File: config.mk
export PLATFORM = sky130hd
export DESIGN_NAME = ccpt_timer
export DESIGN_NICKNAME = d
export VERILOG_FILES = /design/src/rtl/ccpt_pkg.sv /design/src/rtl/ccpt_tick.sv /design/src/rtl/ccpt_capture.sv /design/src/rtl/ccpt_core.sv /design/src/rtl/ccpt_timer.sv
export SDC_FILE = /design/constraint.sdc
export NUM_CORES = 1
export LEC_CHECK = 0
export ABC_AREA = 1
export BUFFER_PORTS_ARGS = -buffer_cell sky130_fd_sc_hd__buf_2
export CAP_MARGIN = 20
export CORE_ASPECT_RATIO = 2
export CORE_UTILIZATION = 56
export DETAILED_ROUTE_END_ITERATION = 12
export PLACE_DENSITY = 0.88
export SYNTH_ARGS = -nofsm -noshare
export SYNTH_HDL_FRONTEND = slang
export SYNTH_SLANG_ARGS = --single-unit
File: constraint.sdc
create_clock -name clk -period 2.7 [get_ports clk]
set_clock_uncertainty 0.15 [all_clocks]
set_input_delay 0 -clock clk [delete_from_list [all_inputs] [get_ports clk]]
set_output_delay 0 -clock clk [all_outputs]
set_load 0.05 [all_outputs]
File: src/rtl/ccpt_pkg.sv
package ccpt_pkg;
  typedef enum logic [1:0] {
    MODE_FREE = 2'd0,
    MODE_PWM  = 2'd1,
    MODE_ONE  = 2'd2,
    MODE_ALT  = 2'd3
  } mode_e;

  localparam int NCH      = 2;
  localparam int FLG_CAP0 = 0;
  localparam int FLG_CMP0 = FLG_CAP0 + NCH;
  localparam int FLG_OVF  = FLG_CMP0 + NCH;
  localparam int NFLAG    = FLG_OVF + 1;
endpackage

File: src/rtl/ccpt_tick.sv
module ccpt_tick #(
  parameter int PRE_W = 8
) (
  input  logic             clk,
  input  logic             rst_n,
  input  logic             ext_i,
  input  logic             sel_i,
  input  logic [PRE_W-1:0] pre_i,
  output logic             tick_o
);
  logic [PRE_W-1:0] pcnt;
  logic [2:0]       es;   // es[0], es[1] synchronizer, es[2] edge history

  always_ff @(posedge clk) begin
    if (!rst_n) begin
      pcnt <= '0;
      es   <= '0;
    end else begin
      es <= {es[1:0], ext_i};
      if (sel_i || pcnt >= pre_i) pcnt <= '0;
      else                        pcnt <= pcnt + 1'b1;
    end
  end

  assign tick_o = sel_i ? (es[1] & ~es[2]) : (pcnt >= pre_i);

  // external edge detector can never fire on two consecutive cycles
  assert_ext_one_tick_R3: assert property (@(posedge clk) disable iff (!rst_n)
    (sel_i && tick_o) |=> (!tick_o || !sel_i))
    else $error("external tick repeated");

  // a nonzero prescale leaves a gap after every internal tick
  assert_prescale_gap_R2: assert property (@(posedge clk) disable iff (!rst_n)
    (!sel_i && tick_o && pre_i != '0) |=> (!tick_o || sel_i || pre_i != $past(pre_i)))
    else $error("prescaled tick without gap");
endmodule

File: src/rtl/ccpt_capture.sv
module ccpt_capture #(
  parameter int CNT_W = 16
) (
  input  logic             clk,
  input  logic             rst_n,
  input  logic             pin_i,
  input  logic             fall_i,
  input  logic [CNT_W-1:0] cnt_i,
  output logic [CNT_W-1:0] cap_o,
  output logic             evt_o
);
  logic [2:0] ps;

  always_ff @(posedge clk) begin
    if (!rst_n) begin
      ps    <= '0;
      cap_o <= '0;
    end else begin
      ps <= {ps[1:0], pin_i};
      if (evt_o) cap_o <= cnt_i;
    end
  end

  assign evt_o = fall_i ? (~ps[1] & ps[2]) : (ps[1] & ~ps[2]);

  assert_capture_value_R4: assert property (@(posedge clk) disable iff (!rst_n)
    evt_o |=> (cap_o == $past(cnt_i)))
    else $error("capture register missed the count");
endmodule

File: src/rtl/ccpt_core.sv
module ccpt_core #(
  parameter int CNT_W = 16
) (
  input  logic             clk,
  input  logic             rst_n,
  input  logic             tick_i,
  input  logic [1:0]       mode_i,
  input  logic [CNT_W-1:0] cmp_a_i,
  input  logic [CNT_W-1:0] cmp_b_i,
  input  logic             trig_i,
  output logic [CNT_W-1:0] cnt_o,
  output logic [1:0]       out_o,
  output logic [1:0]       match_o,
  output logic             ovf_o
);
  import ccpt_pkg::*;

  mode_e            mode;
  logic [CNT_W-1:0] cnt, nxt;
  logic             run, counting, trig_edge;
  logic [2:0]       ts;
  logic [1:0]       tog;

  assign mode      = mode_e'(mode_i);
  assign trig_edge = ts[1] & ~ts[2];

  always_comb begin
    counting = tick_i;
    nxt      = cnt + 1'b1;
    case (mode)
      MODE_PWM: if (cnt >= cmp_a_i) nxt = '0;
      MODE_ONE: begin
        counting = tick_i & run;
        if (cnt == cmp_b_i) nxt = '0;
      end
      default: ;
    endcase
  end

  assign match_o[0] = counting && (nxt == cmp_a_i);
  assign match_o[1] = counting && (nxt == cmp_b_i);
  assign ovf_o      = counting && (cnt == {CNT_W{1'b1}});

  always_ff @(posedge clk) begin
    if (!rst_n) begin
      cnt <= '0;
      run <= 1'b0;
      ts  <= '0;
      tog <= '0;
    end else begin
      ts <= {ts[1:0], trig_i};
      if (mode == MODE_ONE && !run) cnt <= '0;
      else if (counting)            cnt <= nxt;
      if (mode != MODE_ONE)                    run <= 1'b0;
      else if (!run && trig_edge)              run <= 1'b1;
      else if (run && tick_i && cnt == cmp_b_i) run <= 1'b0;
      if (mode == MODE_FREE || mode == MODE_ALT) tog <= tog ^ match_o;
    end
  end

  always_comb begin
    case (mode)
      MODE_PWM: out_o = {1'b0, cnt < cmp_b_i};
      MODE_ONE: out_o = {1'b0, run && cnt >= cmp_a_i && cnt < cmp_b_i};
      default:  out_o = tog;
    endcase
  end

  assign cnt_o = cnt;

  assert_wrap_zero_R5: assert property (@(posedge clk) disable iff (!rst_n)
    (mode == MODE_FREE && tick_i && cnt == {CNT_W{1'b1}}) |=> (cnt == '0))
    else $error("counter did not wrap to zero");

  assert_toggle_on_match_R6: assert property (@(posedge clk) disable iff (!rst_n)
    (mode == MODE_FREE && match_o[0] && $past(mode) == MODE_FREE)
      |=> (out_o[0] != $past(out_o[0])))
    else $error("compare output did not toggle");

  assert_pwm_restart_R7: assert property (@(posedge clk) disable iff (!rst_n)
    (mode == MODE_PWM && tick_i && cnt >= cmp_a_i) |=> (cnt == '0))
    else $error("PWM period restart missed");

  assert_pulse_idle_R8: assert property (@(posedge clk) disable iff (!rst_n)
    (mode == MODE_ONE && !run && !trig_edge) |=> (cnt == '0 && !out_o[0]))
    else $error("one-pulse idle not quiet");
endmodule

File: src/rtl/ccpt_timer.sv
module ccpt_timer #(
  parameter int CNT_W = 16,
  parameter int PRE_W = 8
) (
  input  logic                       clk,
  input  logic                       rst_n,
  input  logic                       ext_clk_i,
  input  logic [1:0]                 cap_pin_i,
  input  logic                       trig_i,
  input  logic                       clk_sel_i,
  input  logic [PRE_W-1:0]           prescale_i,
  input  logic [1:0]                 cap_edge_i,
  input  logic [1:0]                 mode_i,
  input  logic [CNT_W-1:0]           cmp1_i,
  input  logic [CNT_W-1:0]           cmp2_i,
  input  logic [ccpt_pkg::NFLAG-1:0] irq_en_i,
  input  logic [ccpt_pkg::NFLAG-1:0] flag_clr_i,
  output logic [1:0]                 cmp_o,
  output logic [CNT_W-1:0]           cap1_o,
  output logic [CNT_W-1:0]           cap2_o,
  output logic [ccpt_pkg::NFLAG-1:0] flags_o,
  output logic                       irq_o
);
  import ccpt_pkg::*;

  logic                  tick, ovf;
  logic [CNT_W-1:0]      cnt;
  logic [NCH-1:0]        cap_evt, match;
  logic [CNT_W-1:0]      cap_q [NCH];
  logic [NFLAG-1:0]      flag_set, flags_q;

  ccpt_tick #(.PRE_W(PRE_W)) u_tick (
    .clk(clk), .rst_n(rst_n), .ext_i(ext_clk_i), .sel_i(clk_sel_i),
    .pre_i(prescale_i), .tick_o(tick)
  );

  ccpt_core #(.CNT_W(CNT_W)) u_core (
    .clk(clk), .rst_n(rst_n), .tick_i(tick), .mode_i(mode_i),
    .cmp_a_i(cmp1_i), .cmp_b_i(cmp2_i), .trig_i(trig_i),
    .cnt_o(cnt), .out_o(cmp_o), .match_o(match), .ovf_o(ovf)
  );

  for (genvar k = 0; k < NCH; k++) begin : g_cap
    ccpt_capture #(.CNT_W(CNT_W)) u_cap (
      .clk(clk), .rst_n(rst_n), .pin_i(cap_pin_i[k]), .fall_i(cap_edge_i[k]),
      .cnt_i(cnt), .cap_o(cap_q[k]), .evt_o(cap_evt[k])
    );
  end

  assign flag_set = {ovf, match, cap_evt};

  always_ff @(posedge clk) begin
    if (!rst_n) flags_q <= '0;
    else        flags_q <= (flags_q & ~flag_clr_i) | flag_set;
  end

  assign cap1_o  = cap_q[0];
  assign cap2_o  = cap_q[1];
  assign flags_o = flags_q;
  assign irq_o   = |(flags_q & irq_en_i);

  for (genvar k = 0; k < NFLAG; k++) begin : g_flag_chk
    assert_flag_clear_R9: assert property (@(posedge clk) disable iff (!rst_n)
      (flag_clr_i[k] && !flag_set[k]) |=> !flags_q[k])
      else $error("flag survived its clear");
    assert_flag_set_R9: assert property (@(posedge clk) disable iff (!rst_n)
      flag_set[k] |=> flags_q[k])
      else $error("event did not set its flag");
  end
endmodule

# Word-level counts from Yosys, hierarchy flattened
# Index checks and enable logic that the tools add are counted.
word_totals:
  output_inout_bits: 40
  inputBits: 61
  word_cells: 71
  ff_bits: 76
op_classes:
  n_eq_ne: 8
  order_cmp: 3
  muxes: 10
  n_reduce_logical: 18
  bitwise_logic: 19
  add_sub_neg: 2
ops:
  columns: ["op", "n"]
  rows:
  - ["16-bit == test", 3]
  - ["16-bit 2-to-1 mux", 2]
  - ["16-bit one-hot mux with 2 select lines", 1]
  - ["16-bit by 1-bit adder with 16-bit output (second input constant)", 1]
  - ["16-bit == test (second input constant)", 1]
  - ["16-bit >= comparator", 1]
  - ["16-bit < comparator", 1]
  - ["5-bit AND", 2]
  - ["1-bit logical AND", 9]
  - ["8-bit by 1-bit adder with 8-bit output (second input constant)", 1]
  - ["8-bit >= comparator", 1]
  - ["1-bit AND", 7]
  - ["1-bit inverter", 7]
  - ["1-bit 2-to-1 mux", 6]
  - ["2-bit OR reduction", 3]
  - ["5-bit inverter", 1]
  - ["5-bit bitwise OR", 1]
  - ["5-bit OR reduction", 1]
  - ["2-bit == test (second input constant)", 2]
  - ["2-bit one-hot mux with 2 select lines", 1]
  - ["2-bit by 1-bit == test with 1-bit output (second input constant)", 1]
  - ["2-bit logical NOT", 1]
  - ["1-bit logical OR", 2]
  - ["2-bit != test (second input constant)", 1]
  - ["3 further kinds", 3]

# Logic depth before layout (Yosys ltp)
# Gate-level depths: netlist of run 1.
depth:
  ltp_word: 7
  ltp_mapped: 23
  ltp_nobuf: 22

# Hierarchy
# From an unflattened synthesis of run 1, not the netlist that was laid out.
unflattened:
  hier_cells: 778
  area_unflattened_um2: 5368.9
by_module_without_submodules:
  columns: ["mod", "area_per_inst_um2", "instances", "cells_each", "seq_area_each_um2"]
  rows:
  - ["ccpt_core", 2658.8, 1, 425, 440.4]
  - ["ccpt_capture", 934.6, 2, 119, 380.4]
  - ["ccpt_tick", 633.1, 1, 83, 220.2]
  - ["ccpt_timer", 207.7, 1, 32, 100.1]

# Worst setup path after synthesis of run 1
# OpenSTA, ideal clock, no wires.
synth_timing:
  path_type: "register -> output"
  start: "register u_core.cnt[0], in the netlist u_core.cnt_o[0]"
  end: "output port cmp_o[0]"
  required_time_ps: 2550
  arrival_time_ps: 2356
  setup_slack_ps: 194
  path_buffers: 0
  stages_incl_launch_ff: 13
  cell_sequence: "dfxtp_1 -> inv_2 -> ha_1 -> nand2_1 -> nor2_1 -> nor2_1 -> nand2_1 -> nand2_1 -> nand2_1 -> nand2_1 -> nand2_1 -> a31oi_1 -> o32ai_1"
synth_via:
  elab_chain_len: 4
  word_cells_on_any_way: 5
  classes_between: "2 x order compare; 1 x mux; 2 x reduce/logical"
synth_lines:
  columns: ["item", "line_no", "rtl"]
  rows:
  - ["start, declared", "ccpt_core.sv:19", "logic [CNT_W-1:0] cnt, nxt;"]
  - ["start signal, assigned", "ccpt_core.sv:53", "else if (counting) cnt <= nxt;"]
  - ["16-bit >= comparator", "ccpt_core.sv:64", "MODE_ONE: out_o = {1'b0, run && cnt >= cmp_a_i && cnt < cmp_b_i};"]
  - ["1-bit logical AND (2 in a row)", "ccpt_core.sv:64", null]
  - ["2-bit one-hot mux with 2 select lines (*)", "ccpt_core.sv:62", "case (mode)"]
  - ["end, declared", "ccpt_timer.sv:18", "output logic [1:0] cmp_o,"]
# Every way passes the cells marked *; elsewhere a longest branch is shown, timed or not.

# Worst setup path after layout of run 1
layout_timing:
  start: "register u_core.cnt[6], in the netlist u_core.cnt_o[6]"
  end: "register flags_q[2], in the netlist flags_o[2]"
layout_via:
  elab_chain_len: 6
  word_cells_on_any_way: 9
  classes_between: "1 x add/sub; 1 x order compare; 2 x eq/ne; 3 x mux; 1 x bitwise; 1 x reduce/logical"
layout_lines:
  columns: ["item", "line_no", "rtl"]
  rows:
  - ["16-bit by 1-bit adder with 16-bit output (tied with other cells)", "ccpt_core.sv:29", "nxt = cnt + 1'b1;"]
  - ["16-bit 2-to-1 mux, on equally long branches", "ccpt_core.sv:34, ccpt_core.sv:31", null]
  - ["16-bit one-hot mux with 2 select lines (*)", "ccpt_core.sv:30", "case (mode)"]
  - ["16-bit == test (*)", "ccpt_core.sv:40", "assign match_o[0] = counting && (nxt == cmp_a_i);"]
  - ["1-bit logical AND (*)", "ccpt_core.sv:40", null]
  - ["5-bit bitwise OR (*)", "ccpt_timer.sv:54", "else flags_q <= (flags_q & ~flag_clr_i) | flag_set;"]
  - ["end signal, assigned", "ccpt_timer.sv:54", null]
  - ["end, declared", "ccpt_timer.sv:30", "logic [NFLAG-1:0] flag_set, flags_q;"]
# Marks and branches as above.
# A chain may end at the register's enable or synchronous reset.

==> results of run 1 <==
[kinds of logic after synthesis]
family,after synthesis,share of synthesized area (%)
AO/OA/AOI/OAI,138,14.6
XOR/XNOR,15,2.85
buffers and inverters,139,11.5
flip-flops,76,31.2
adder cells (fa/ha/maj),44,11.3
AND/OR/NAND/NOR,318,28.6
[where the power goes]
group / internal, mW / total (mW) / switching, mW
sequential: 1.17 / 1.22 / 0.0424
combinational: 0.327 / 0.942 / 0.615
clock: 0.825 / 1.38 / 0.559
[worst reg2reg max path: stages (launching register included)]
cell and delay, ns:
dfxtp_1 0.33, ha_1 0.29, nand2_1 0.08, nor2_1 0.41, nand2_1 0.13, nand2_2 0.09
nand2_2 0.08, nand3_4 0.13, nand2_8 0.12, clkbuf_16 0.20, nand3_1 0.11, nand2_1 0.10
nor2_2 0.14, nand2_2 0.10, nor2_4 0.14, nand3_2 0.18, a21oi_2 0.18
[placed cells by master, fill, tap and decap left out, types with 3 or more instances in the layout]
cell and n:
inv_2 10, nand3_4 4, nor2_4 12, a21oi_2 4, dfxtp_2 7, nand2_4 10, xor2_1 12, dfxtp_4 6
ha_4 12, a21oi_1 70, nor2_1 42, inv_6 3, o21ai_0 55, buf_2 100, nand2_2 49, nand3_1 31
dlygate4sd3_1 11, inv_1 106, nor3_4 3, clkbuf_16 13, dfxtp_1 63, nand4_1 11, nor2_2 16, buf_4 34
nand3_2 16, nor3_1 3, ha_1 31, nand2_1 116
[cell type report]
type	instances	share of cell area, %
Inverter	119	6.56
Multi-Input combinational cell	515	49.4
Tap cell	98	1.78
Clock inverter	7	1.53
Timing Repair Buffer	153	14.9
Clock buffer	9	3.27
Sequential cell	76	22.5
[what timing repair did]
item | CTS | global route
hold buffers | 11 | 0
setup endpoints to repair | 1 | 5
gates resized for setup | 3 | 159
endpoints found under the hold margin | 18 | 0
buffers inserted | 0 | 11
cloned | 0 | 6
pin swaps | 1 | 63
[routing by layer]
metal	part of all wire, %	wire length, µm	vias to the layer above	global-route usage, %
li1	-	-	2658	-
met1	30	6060	2764	35.4
met2	49	9770	495	60.0
met3	10	2050	200	8.67
met4	11	2130	0	31.9
met5	0	0	-	0
[registers in the layout, indices dropped and copies added (netlist names)]
register	count
u_core.ts	3
flags_o	5
g_cap.u_cap.ps	6
u_tick.pcnt	8
u_core.run	1
g_cap.u_cap.cap_o	32
u_core.cnt_o	16
u_core.tog	2
u_tick.es	3
[worst paths after layout]
check | startpoint | to | cells past startpoint
max | u_core.cnt_o[6]$_SDFFE_PP0P_ | flags_o[2]$_SDFF_PN0_ | 16
max reg2reg | u_core.cnt_o[6]$_SDFFE_PP0P_ | flags_o[2]$_SDFF_PN0_ | 16
min reg2reg | g_cap[0].u_cap.ps[0]$_SDFF_PN0_ | g_cap[0].u_cap.ps[1]$_SDFF_PN0_ | 2
min | cmp2_i[14] | flags_o[3]$_SDFF_PN0_ | 8
[stage by stage]
step / setup WS, ns / instance area (µm²) / util (%) / total power [mW] / hold WS, ns
after detailed placement: -0.0181 / 5600 / 67.1 / 1.91 / 0.0417
after CTS: 0.00831 / 6050 / 72.5 / 3.26 / 0.0702
after global routing: -0.448 / 6890 / 82.5 / 3.64 / 0.124
after floorplan: 0.194 / 4870 / - / 1.68 / -0.0524
after global placement: 0.113 / 5600 / 67.1 / 1.89 / 0.0333
final: -0.324 / 6890 / 82.5 / 3.54 / 0.108
==> reports/metrics.yaml, run 1 <==
run_status:
  run_status: "complete, but fails checks"
  failed_checks: "setup timing"
sta:
  final_cycle_utilization_of_the_critical_path_pct: 112
  final_count_of_negative_setup_slack_endpoints: 5
  timing.slew.headroom_pct: 61.2
  worst_slew_pin_slew_ns: 0.577
  finalHoldViolCount: 0
  fin_crit_ns: 3.02
  totalNegativeSetupSlack_ns: -1.15
  minimum_setup_slack_in_the_final_design_ns: -0.324
  fmax_achieved_ghz: 0.331
  final-max-slew-violation-count: 0
  grt_setup_unrepaired: "yes"
finish:
  multi_input_comb_area_mm2: 0.00340
  layoutNonFillerInstCount: 977
  fraction_of_layout_cells_with_a_size_suffix_above_1_pct: 35.6
  layout.area.seq_mm2: 0.00155
  syn2layout_area_growth_pct: 41.4
  nets: 979
  antenna-diode-count: 0
  fillCellCount: 485
floorplanning:
  number_of_top_level_pins: 101
  start_util_pct: 58.3
  floorplan.core_area_mm2: 0.00835
  fp-row-count: 47
  chipWidth_um: 68.0
  floorplan.die_area_mm2: 0.00910
  chipHeight_um: 134
clock_network:
  clkLatencyLatePin_ns: 0.36
  clk_pin_slew_worst_paths_ns: 0.07
  clk_tree_root_cell: "clkbuf_16"
  cts_htree_levels: 3
  clockBufferDepth: 2
  cts_made_buffers: 9
  clock_sink_count: 76
  cts_tree: "done"
place:
  place.detailed.hpwl_um: 11500
  total_placed_cells_including_tap_cells: 933
  place.gp.congestion: 1.02
  port_buffers: 100
synth:
  synth.net_count: 835
  ys_async_rst_share_pct: 0
  netlist_area_mm2: 0.00487
  synthDistinctLibCells: 36
  mapped_cells: 730
  synth_edf_count: 0
  synthesis.yosys.warnings: 0
  seq_area_frac_synth_pct: 31.2
  synth.avg_cell_area_um2: 6.67
  total_of_flip_flops_plus_latches_after_synthesis: 76
  yosys_top_cell_by_area: "dfxtp_1"
  synth-main-ff-cell: "dfxtp_1"
  synth.top_cell.area_share_pct: 31.2
  ys_top_cells_by_count: "nand2_1 (174), inv_1 (107), dfxtp_1 (76)"
  synthTopCellsByArea: "dfxtp_1 (31%), nand2_1 (13%), ha_1 (11%)"
  most_frequently_used_cell_type_in_the_post_synthesis_netlist: "nand2_1"
setup_path:
  setup.worst_path.end_class: "flip-flop"
  crit_path_max_incr_delay_ns: 0.41
  cp.arrival_ns: 3.16
  crit_slowest_cell: "nor2_1"
  critical_path.top_delay_family: "simple AND/OR/NAND/NOR gates"
  crit_path_max_fanout: 8
  reg2reg_slack_ns: -0.32
  crit_path_start_kind: "flip-flop"
  cp_num_buf_inv: 1
  path_class: "reg2reg"
  worstPathRequired_ns: 2.84
  cell_chain_critical_path: "ha_1, nand2_1, nor2_1, nand2_1, nand2_2, nand2_2, nand3_4, nand2_8, clkbuf_16, nand3_1, nand2_1, nor2_2, nand2_2, nor2_4, nand3_2, a21oi_2"
grt:
  number_of_antenna_violations_at_the_first_check_in_global_routing: 0
  globalRoute.totalOverflow: 0
  grt_pass1_vias: 5493
  groute.usage.overall_pct: 36.2
  grt_max_degree: 50
  grt_first_pass_wirelength_um: 24800
detailed_routing:
  drt_pass1_iterations: 8
  detail_route.wirelength_um: 20000
  initialDrtViolationCount: 625
  vias_per_cell: 6.26
  vias: 6117
  drtAntennaViolNets: 0
  route.detailed.wl_per_inst_um: 20.5
  drt_drc_violations_left: 0
worst_hold_path:
  holdCritPathClass: "in2reg"
pwr:
  ir_worst_vdd_mv: 0.721
  pwr_density_cell_mw_per_mm2: 514
  power.static_leakage_nw: 3.47
job:
  maxCapViolCount: 0
No activity file was read; power rests on OpenSTA's default activity.
==> run 2, diff against run 1 <==
==> constraint.sdc (replaced) <==
create_clock -name clk -period 3.11 [get_ports clk]
set_clock_uncertainty 0.15 [all_clocks]
set_input_delay 0 -clock clk [delete_from_list [all_inputs] [get_ports clk]]
set_output_delay 0 -clock clk [all_outputs]
set_load 0.05 [all_outputs]
==> reports/metrics.yaml, run 2 (synthesized netlist as in run 1, its figures left out) <==
run_status:
  run_status: "completed"
place:
  place.detailed.hpwl_um: 11600  # +0.64%
  port_buffers: 100  # unchanged
  pre_cts_ws_ns: 0.0359  # +0.0540 ns
  place.gp.congestion: 1.05  # +2.8%
sta:
  totalNegativeSetupSlack_ns: 0  # +1.15 ns
  final_cycle_utilization_of_the_critical_path_pct: 94.2  # -18 points
  final_count_of_negative_setup_slack_endpoints: 0  # -5
  minimum_setup_slack_in_the_final_design_ns: 0.180  # +0.504 ns
  fmax_achieved_ghz: 0.341  # +3.2%
  timing.slew.headroom_pct: 61.7  # +0.52 points
  finalHoldViolCount: 0  # unchanged
  worst_slew_pin_slew_ns: 0.570  # -0.00775 ns
  fin_crit_ns: 2.93  # -0.0941 ns
  final-max-slew-violation-count: 0  # unchanged
  grt_setup_unrepaired: "no"
setup_path:
  critical_path.top_delay_family: "simple AND/OR/NAND/NOR gates"
  cp_startpoint: "u_core.cnt_o[6]$_SDFFE_PP0P_"
  reg2reg_slack_ns: 0.18  # +0.50 ns
  cp_num_buf_inv: 0  # -1
  setup.worst_path.end_class: "flip-flop"
  cp.arrival_ns: 3.05  # -0.11 ns
  rr_endpoint: "flags_o[2]$_SDFF_PN0_"
  crit_path_max_fanout: 24  # +16
  worstPathRequired_ns: 3.23  # +0.39 ns
  regToRegStartpoint: "u_core.cnt_o[6]$_SDFFE_PP0P_"
  worstRegToRegCells: 15  # -1
  crit_path_start_kind: "flip-flop"
  cell_chain_critical_path: "ha_1, nand2_1, nor2_1, nand2_1, nor2_2, nor2_1, nor2_4, nand2_8, nand3_1, nand2_1, nor2_2, nand2_1, nor2_1, nand3_1, a21oi_1"
  critPathMostFrequentCell: "nand2_1"
  crit_path_max_incr_delay_ns: 0.38  # -0.03 ns
  path_class: "reg2reg"
  cp_num_cells: 15  # -1
  crit_slowest_cell: "dfxtp_1"
finish:
  flip_flop_count_of_the_largest_register_all_copies_and_words_added: 32  # unchanged
  syn2layout_area_growth_pct: 23.8
  layout_commonest_cell: "nand2_1"
  nets: 955  # -2.5%
  antenna-diode-count: 0  # unchanged
  final_util_pct: 72.3  # -10 points
  mostFrequentLayoutCells: "nand2_1 (174), inv_1 (107), buf_2 (100), dfxtp_1 (75), a21oi_1 (72)"
  fillCellCount: 685  # +41%
  fraction_of_layout_cells_with_a_size_suffix_above_1_pct: 19.1  # -17 points
  top_reg_by_flops: "g_cap.u_cap.cap_o"
job:
  maxCapViolCount: 0  # unchanged
clock_network:
  clk_pin_slew_worst_paths_ns: 0.06  # about the same
  cts_htree_levels: 3  # unchanged
  clockBufferDepth: 2  # unchanged
  clk_tree_root_cell: "clkbuf_16"
  cts_tree: "done"
  clkLatencyLatePin_ns: 0.34  # -0.02 ns
  clock_sink_count: 76  # unchanged
  cts_made_buffers: 9  # unchanged
grt:
  grt_max_degree: 51  # +2.0%
  grt_first_pass_wirelength_um: 24600  # -0.78%
  grt_pass1_vias: 5389  # -1.9%
  groute.usage.overall_pct: 36.0  # -0.23 points
  number_of_antenna_violations_at_the_first_check_in_global_routing: 0  # unchanged
  globalRoute.totalOverflow: 0  # unchanged
detailed_routing:
  route.detailed.wl_per_inst_um: 16.6  # -19%
  initialDrtViolationCount: 463  # -26%
  vias: 5451  # -11%
  drt_pass1_iterations: 6  # -2
  drtAntennaViolNets: 0  # unchanged
  vias_per_cell: 5.72  # -8.6%
  detail_route.wirelength_um: 15900  # -21%
  drt_drc_violations_left: 0  # unchanged
worst_hold_path:
  worst_hold_startpoint: "rst_n"
  hold_path_cells: 4  # -4
  holdCritPathClass: "in2reg"
  hold_crit_endpoint: "u_core.ts[0]$_SDFF_PN0_"
floorplanning:
  floorplan.core_area_mm2: 0.00835  # unchanged
  number_of_top_level_pins: 101  # unchanged
  floorplan.die_area_mm2: 0.00910  # unchanged
  chipHeight_um: 134  # unchanged
  start_util_pct: 58.3  # unchanged
  chipWidth_um: 68.0  # unchanged
  fp-row-count: 47  # unchanged
pwr:
  fin_total_pwr_mw: 2.92  # -18%
  ir_worst_vdd_mv: 0.482  # -33%
  power.static_leakage_nw: 3.26  # -6.2%
  pwr_density_cell_mw_per_mm2: 484  # -5.9%
-- run 2: area by class of cell --
type / instances / area [µm²] / area share [%]
Sequential cell: 76 / 1520 / 25.2
Clock inverter: 7 / 130 / 2.16
Multi-Input combinational cell: 517 / 2860 / 47.3
Timing Repair Buffer: 127 / 731 / 12.1
Tap cell: 98 / 123 / 2.03
Inverter: 119 / 447 / 7.40
Clock buffer: 9 / 225 / 3.73
-- run 2: what timing repair did --
item,CTS,global route
hold buffers,11,0
buffers inserted,0,1
pin swaps,0,2
endpoints found under the hold margin,16,0
endpoints found under the setup margin,1,4
gates resized for setup,1,5
cloned,0,2
-- run 2: worst reg2reg max path, cell delays in order (launching register included) --
cell	delay [ns]
dfxtp_1	0.38
ha_1	0.30
nand2_1	0.06
nor2_1	0.19
nand2_1	0.12
nor2_2	0.15
nor2_1	0.08
nor2_4	0.24
nand2_8	0.18
nand3_1	0.12
nand2_1	0.07
nor2_2	0.21
nand2_1	0.08
nor2_1	0.20
nand3_1	0.18
a21oi_1	0.17
-- run 2: power breakdown --
group | total (mW) | switching (mW) | internal, mW
clock | 1.25 | 0.452 | 0.801
sequential | 1.06 | 0.0373 | 1.02
combinational | 0.609 | 0.418 | 0.190
total | 2.92 | 0.907 | 2.01
-- run 2: how the worst max path moves through the flow --
stage | endpoint | slack (ns)
CTS | flags_o[2]$_SDFF_PN0_ | 0.07
detailed placement | flags_o[2]$_SDFF_PN0_ | 0.04
global route | flags_o[2]$_SDFF_PN0_ | 0.0007
floorplan | cmp_o[0] | 0.60
finish | flags_o[2]$_SDFF_PN0_ | 0.18
global placement | flags_o[2]$_SDFF_PN0_ | 0.12
-- run 2: metal layers --
metal	GRT usage, %	vias to the layer above	wire length (µm)
met2	61.7	256	8240
met4	25.9	0	1200
met1	37.8	2493	5470
li1	-	2605	-
met3	5.53	97	943
met5	0	-	0
-- run 2: stage by stage --
stage,hold slack (ns),instances,cell area [µm²]
3_5_place_dp,0.0383,923,5500
6_report,0.0482,953,6030
5_1_grt,0.0754,953,6030
2_1_floorplan,-0.0524,730,4870
3_3_place_gp,0.0346,923,5500
4_1_cts,0.0385,950,5980
==> run 3, diff against run 2 <==
--- a/config.mk
+++ b/config.mk
@@ -11,7 +11,7 @@
 export CORE_ASPECT_RATIO = 2
 export CORE_UTILIZATION = 56
 export DETAILED_ROUTE_END_ITERATION = 12
-export PLACE_DENSITY = 0.88
+export PLACE_DENSITY_LB_ADDON = 0.1
 export SYNTH_ARGS = -nofsm -noshare
 export SYNTH_HDL_FRONTEND = slang
 export SYNTH_SLANG_ARGS = --single-unit
==> reports/metrics.yaml, run 3 (synthesized netlist as in run 1, its figures left out) <==
finish:
  antenna-diode-count: 0  # unchanged
  fraction_of_layout_cells_with_a_size_suffix_above_1_pct: 19.3  # +0.28 points
  mostFrequentLayoutCells: "nand2_1 (174), inv_1 (107), buf_2 (100), dfxtp_1 (76), a21oi_1 (72)"
  top_reg_by_flops: "g_cap.u_cap.cap_o"
  layoutNonFillerInstCount: 956  # +0.31%
  layout_commonest_cell: "nand2_1"
  syn2layout_area_growth_pct: 23.6
  flip_flop_count_of_the_largest_register_all_copies_and_words_added: 32  # unchanged
  nets: 958  # +0.31%
clock_network:
  clkLatencyLatePin_ns: 0.34  # about the same
  clk_pin_slew_worst_paths_ns: 0.07  # about the same
  clk_tree_root_cell: "clkbuf_16"
  cts_htree_levels: 3  # unchanged
  cts_made_buffers: 9  # unchanged
  cts_tree: "done"
  clock_sink_count: 76  # unchanged
  clockBufferDepth: 2  # unchanged
grt:
  grt_first_pass_wirelength_um: 23500  # -4.2%
  number_of_antenna_violations_at_the_first_check_in_global_routing: 0  # unchanged
  grt_max_degree: 50  # -2.0%
  globalRoute.totalOverflow: 0  # unchanged
  groute.usage.overall_pct: 34.8  # -1.2 points
  grt_pass1_vias: 5325  # -1.2%
setup_path:
  cp.arrival_ns: 3.06  # about the same
  worstPathRequired_ns: 3.24  # about the same
  cp_num_buf_inv: 0  # unchanged
  crit_path_max_incr_delay_ns: 0.34  # -0.04 ns
  worstRegToRegCells: 14  # -1
  rr_endpoint: "flags_o[2]$_SDFF_PN0_"
  regToRegStartpoint: "u_core.cnt_o[11]$_SDFFE_PP0P_"
  setup.worst_path.end_class: "flip-flop"
  crit_path_start_kind: "flip-flop"
  reg2reg_slack_ns: 0.17  # about the same
  critPathMostFrequentCell: "nand2_1"
  crit_path_max_fanout: 12  # -50%
  crit_slowest_cell: "dfxtp_1"
  critical_path.top_delay_family: "simple AND/OR/NAND/NOR gates"
  path_class: "reg2reg"
  cell_chain_critical_path: "ha_1, a21oi_1, a21oi_1, nor2_2, nand3_4, nand2_4, nand2_1, nand2_1, nand2_1, nor2_2, nand2_1, nor2_1, nand3_1, a21oi_1"
job:
  maxCapViolCount: 0  # unchanged
pwr:
  power.static_leakage_nw: 3.25  # -0.12%
  ir_worst_vdd_mv: 0.453  # -6.1%
  pwr_density_cell_mw_per_mm2: 453  # -6.2%
sta:
  worst_slew_pin_slew_ns: 0.534  # -0.0358 ns
  final_count_of_negative_setup_slack_endpoints: 0  # unchanged
  final_cycle_utilization_of_the_critical_path_pct: 94.4  # +0.20 points
  finalHoldViolCount: 0  # unchanged
  timing.slew.headroom_pct: 64.3  # +2.6 points
  final-max-slew-violation-count: 0  # unchanged
  totalNegativeSetupSlack_ns: 0  # unchanged
  fin_crit_ns: 2.94  # +0.00632 ns
  fmax_achieved_ghz: 0.341  # -0.22%
detailed_routing:
  met1Wirelength_um: 5310  # -3.1%
  top_layer_used: "met4"
  drt_drc_violations_left: 0  # unchanged
  detail_route.wirelength_um: 15500  # -2.1%
  vias: 5340  # -2.0%
  drtAntennaViolNets: 0  # unchanged
  drt_pass1_iterations: 5  # -1
  met2WireLength_um: 7960  # -3.4%
  vias_per_cell: 5.59  # -2.3%
  route.detailed.wl_per_inst_um: 16.2  # -2.4%
  initialDrtViolationCount: 343  # -26%
  routed-wl-met3_um: 810  # -14%
worst_hold_path:
  hold_crit_endpoint: "u_tick.pcnt[1]$_SDFF_PP0_"
  hold_path_cells: 4  # unchanged
  holdCritPathClass: "in2reg"
  worst_hold_startpoint: "clk_sel_i"
place:
  total_placed_cells_including_tap_cells: 925  # +0.22%
  place.detailed.hpwl_um: 11600  # +0.29%
  place.gp.congestion: 1.08  # +2.7%
  port_buffers: 100  # unchanged
floorplanning:
  chipWidth_um: 68.0  # unchanged
  fp-row-count: 47  # unchanged
  chipHeight_um: 134  # unchanged
  number_of_top_level_pins: 101  # unchanged
  floorplan.core_area_mm2: 0.00835  # unchanged
  start_util_pct: 58.3  # unchanged
  floorplan.die_area_mm2: 0.00910  # unchanged
run_status:
  run_status: "completed"
-- run 3: worst reg2reg max path, cell delays in order, from the launching register on --
cell     delay (ns)
dfxtp_1        0.34
ha_1           0.32
a21oi_1        0.27
a21oi_1        0.14
nor2_2         0.22
nand3_4        0.21
nand2_4        0.25
nand2_1        0.13
nand2_1        0.08
nand2_1        0.06
nor2_2         0.19
nand2_1        0.08
nor2_1         0.15
nand3_1        0.15
a21oi_1        0.14
-- run 3: where the power goes --
group / total [mW] / internal (mW) / switching [mW]
registers: 1.05 / 1.02 / 0.0331
logic: 0.613 / 0.196 / 0.417
clock network: 1.07 / 0.626 / 0.440
-- run 3: final cells by class --
type,instances,area (µm²)
flip-flops and latches,76,1520
multi-input cells,517,2870
well taps,98,123
fillers,731,2330
repair buffers,130,766
clock inverters,7,73.8
clock buffers,9,225
inverters,119,447
-- run 3: per-stage QoR --
step	hold slack [ns]	worst slack, ns	cell area, µm²	total power, mW	utilization, %
6_report	0.0563	0.174	6020	2.73	72.1
5_1_grt	0.112	-0.0215	6020	2.83	72.1
4_1_cts	0.0531	0.0438	5930	2.70	71.0
3_5_place_dp	0.0412	0.0620	5520	1.63	66.1
3_3_place_gp	0.0352	0.133	5520	1.62	66.1
2_1_floorplan	-0.0524	0.604	4870	1.46	-
-- run 3: routing by layer --
metal  GRT usage, %  up-vias
li1               -     2597
met1           31.3     2422
met2           60.6      227
met3           7.40       94
met4           31.1        0
met5              0        -
-- run 3: timing repair --
item                                   in CTS  in global routing
setup endpoints to repair                   0                  4
gates resized for setup                     0                  7
hold buffers                               11                  0
endpoints found under the hold margin      10                  0
buffers inserted                            0                  2
-- run 3: worst max-delay path by stage --
stage / start / endpoint / slack, ns / cells after the start
3_5_place_dp: u_core.cnt_o[11]$_SDFFE_PP0P_ / flags_o[2]$_SDFF_PN0_ / 0.06 / 14
2_1_floorplan: u_core.cnt_o[0]$_SDFFE_PP0P_ / cmp_o[0] / 0.60 / 12
5_1_grt: u_core.cnt_o[9]$_SDFFE_PP0P_ / u_core.tog[1]$_SDFFE_PN0P_ / -0.02 / 18
6_report: u_core.cnt_o[11]$_SDFFE_PP0P_ / flags_o[2]$_SDFF_PN0_ / 0.17 / 14
3_3_place_gp: u_core.cnt_o[11]$_SDFFE_PP0P_ / flags_o[2]$_SDFF_PN0_ / 0.13 / 14
4_1_cts: u_core.cnt_o[11]$_SDFFE_PP0P_ / flags_o[2]$_SDFF_PN0_ / 0.04 / 14
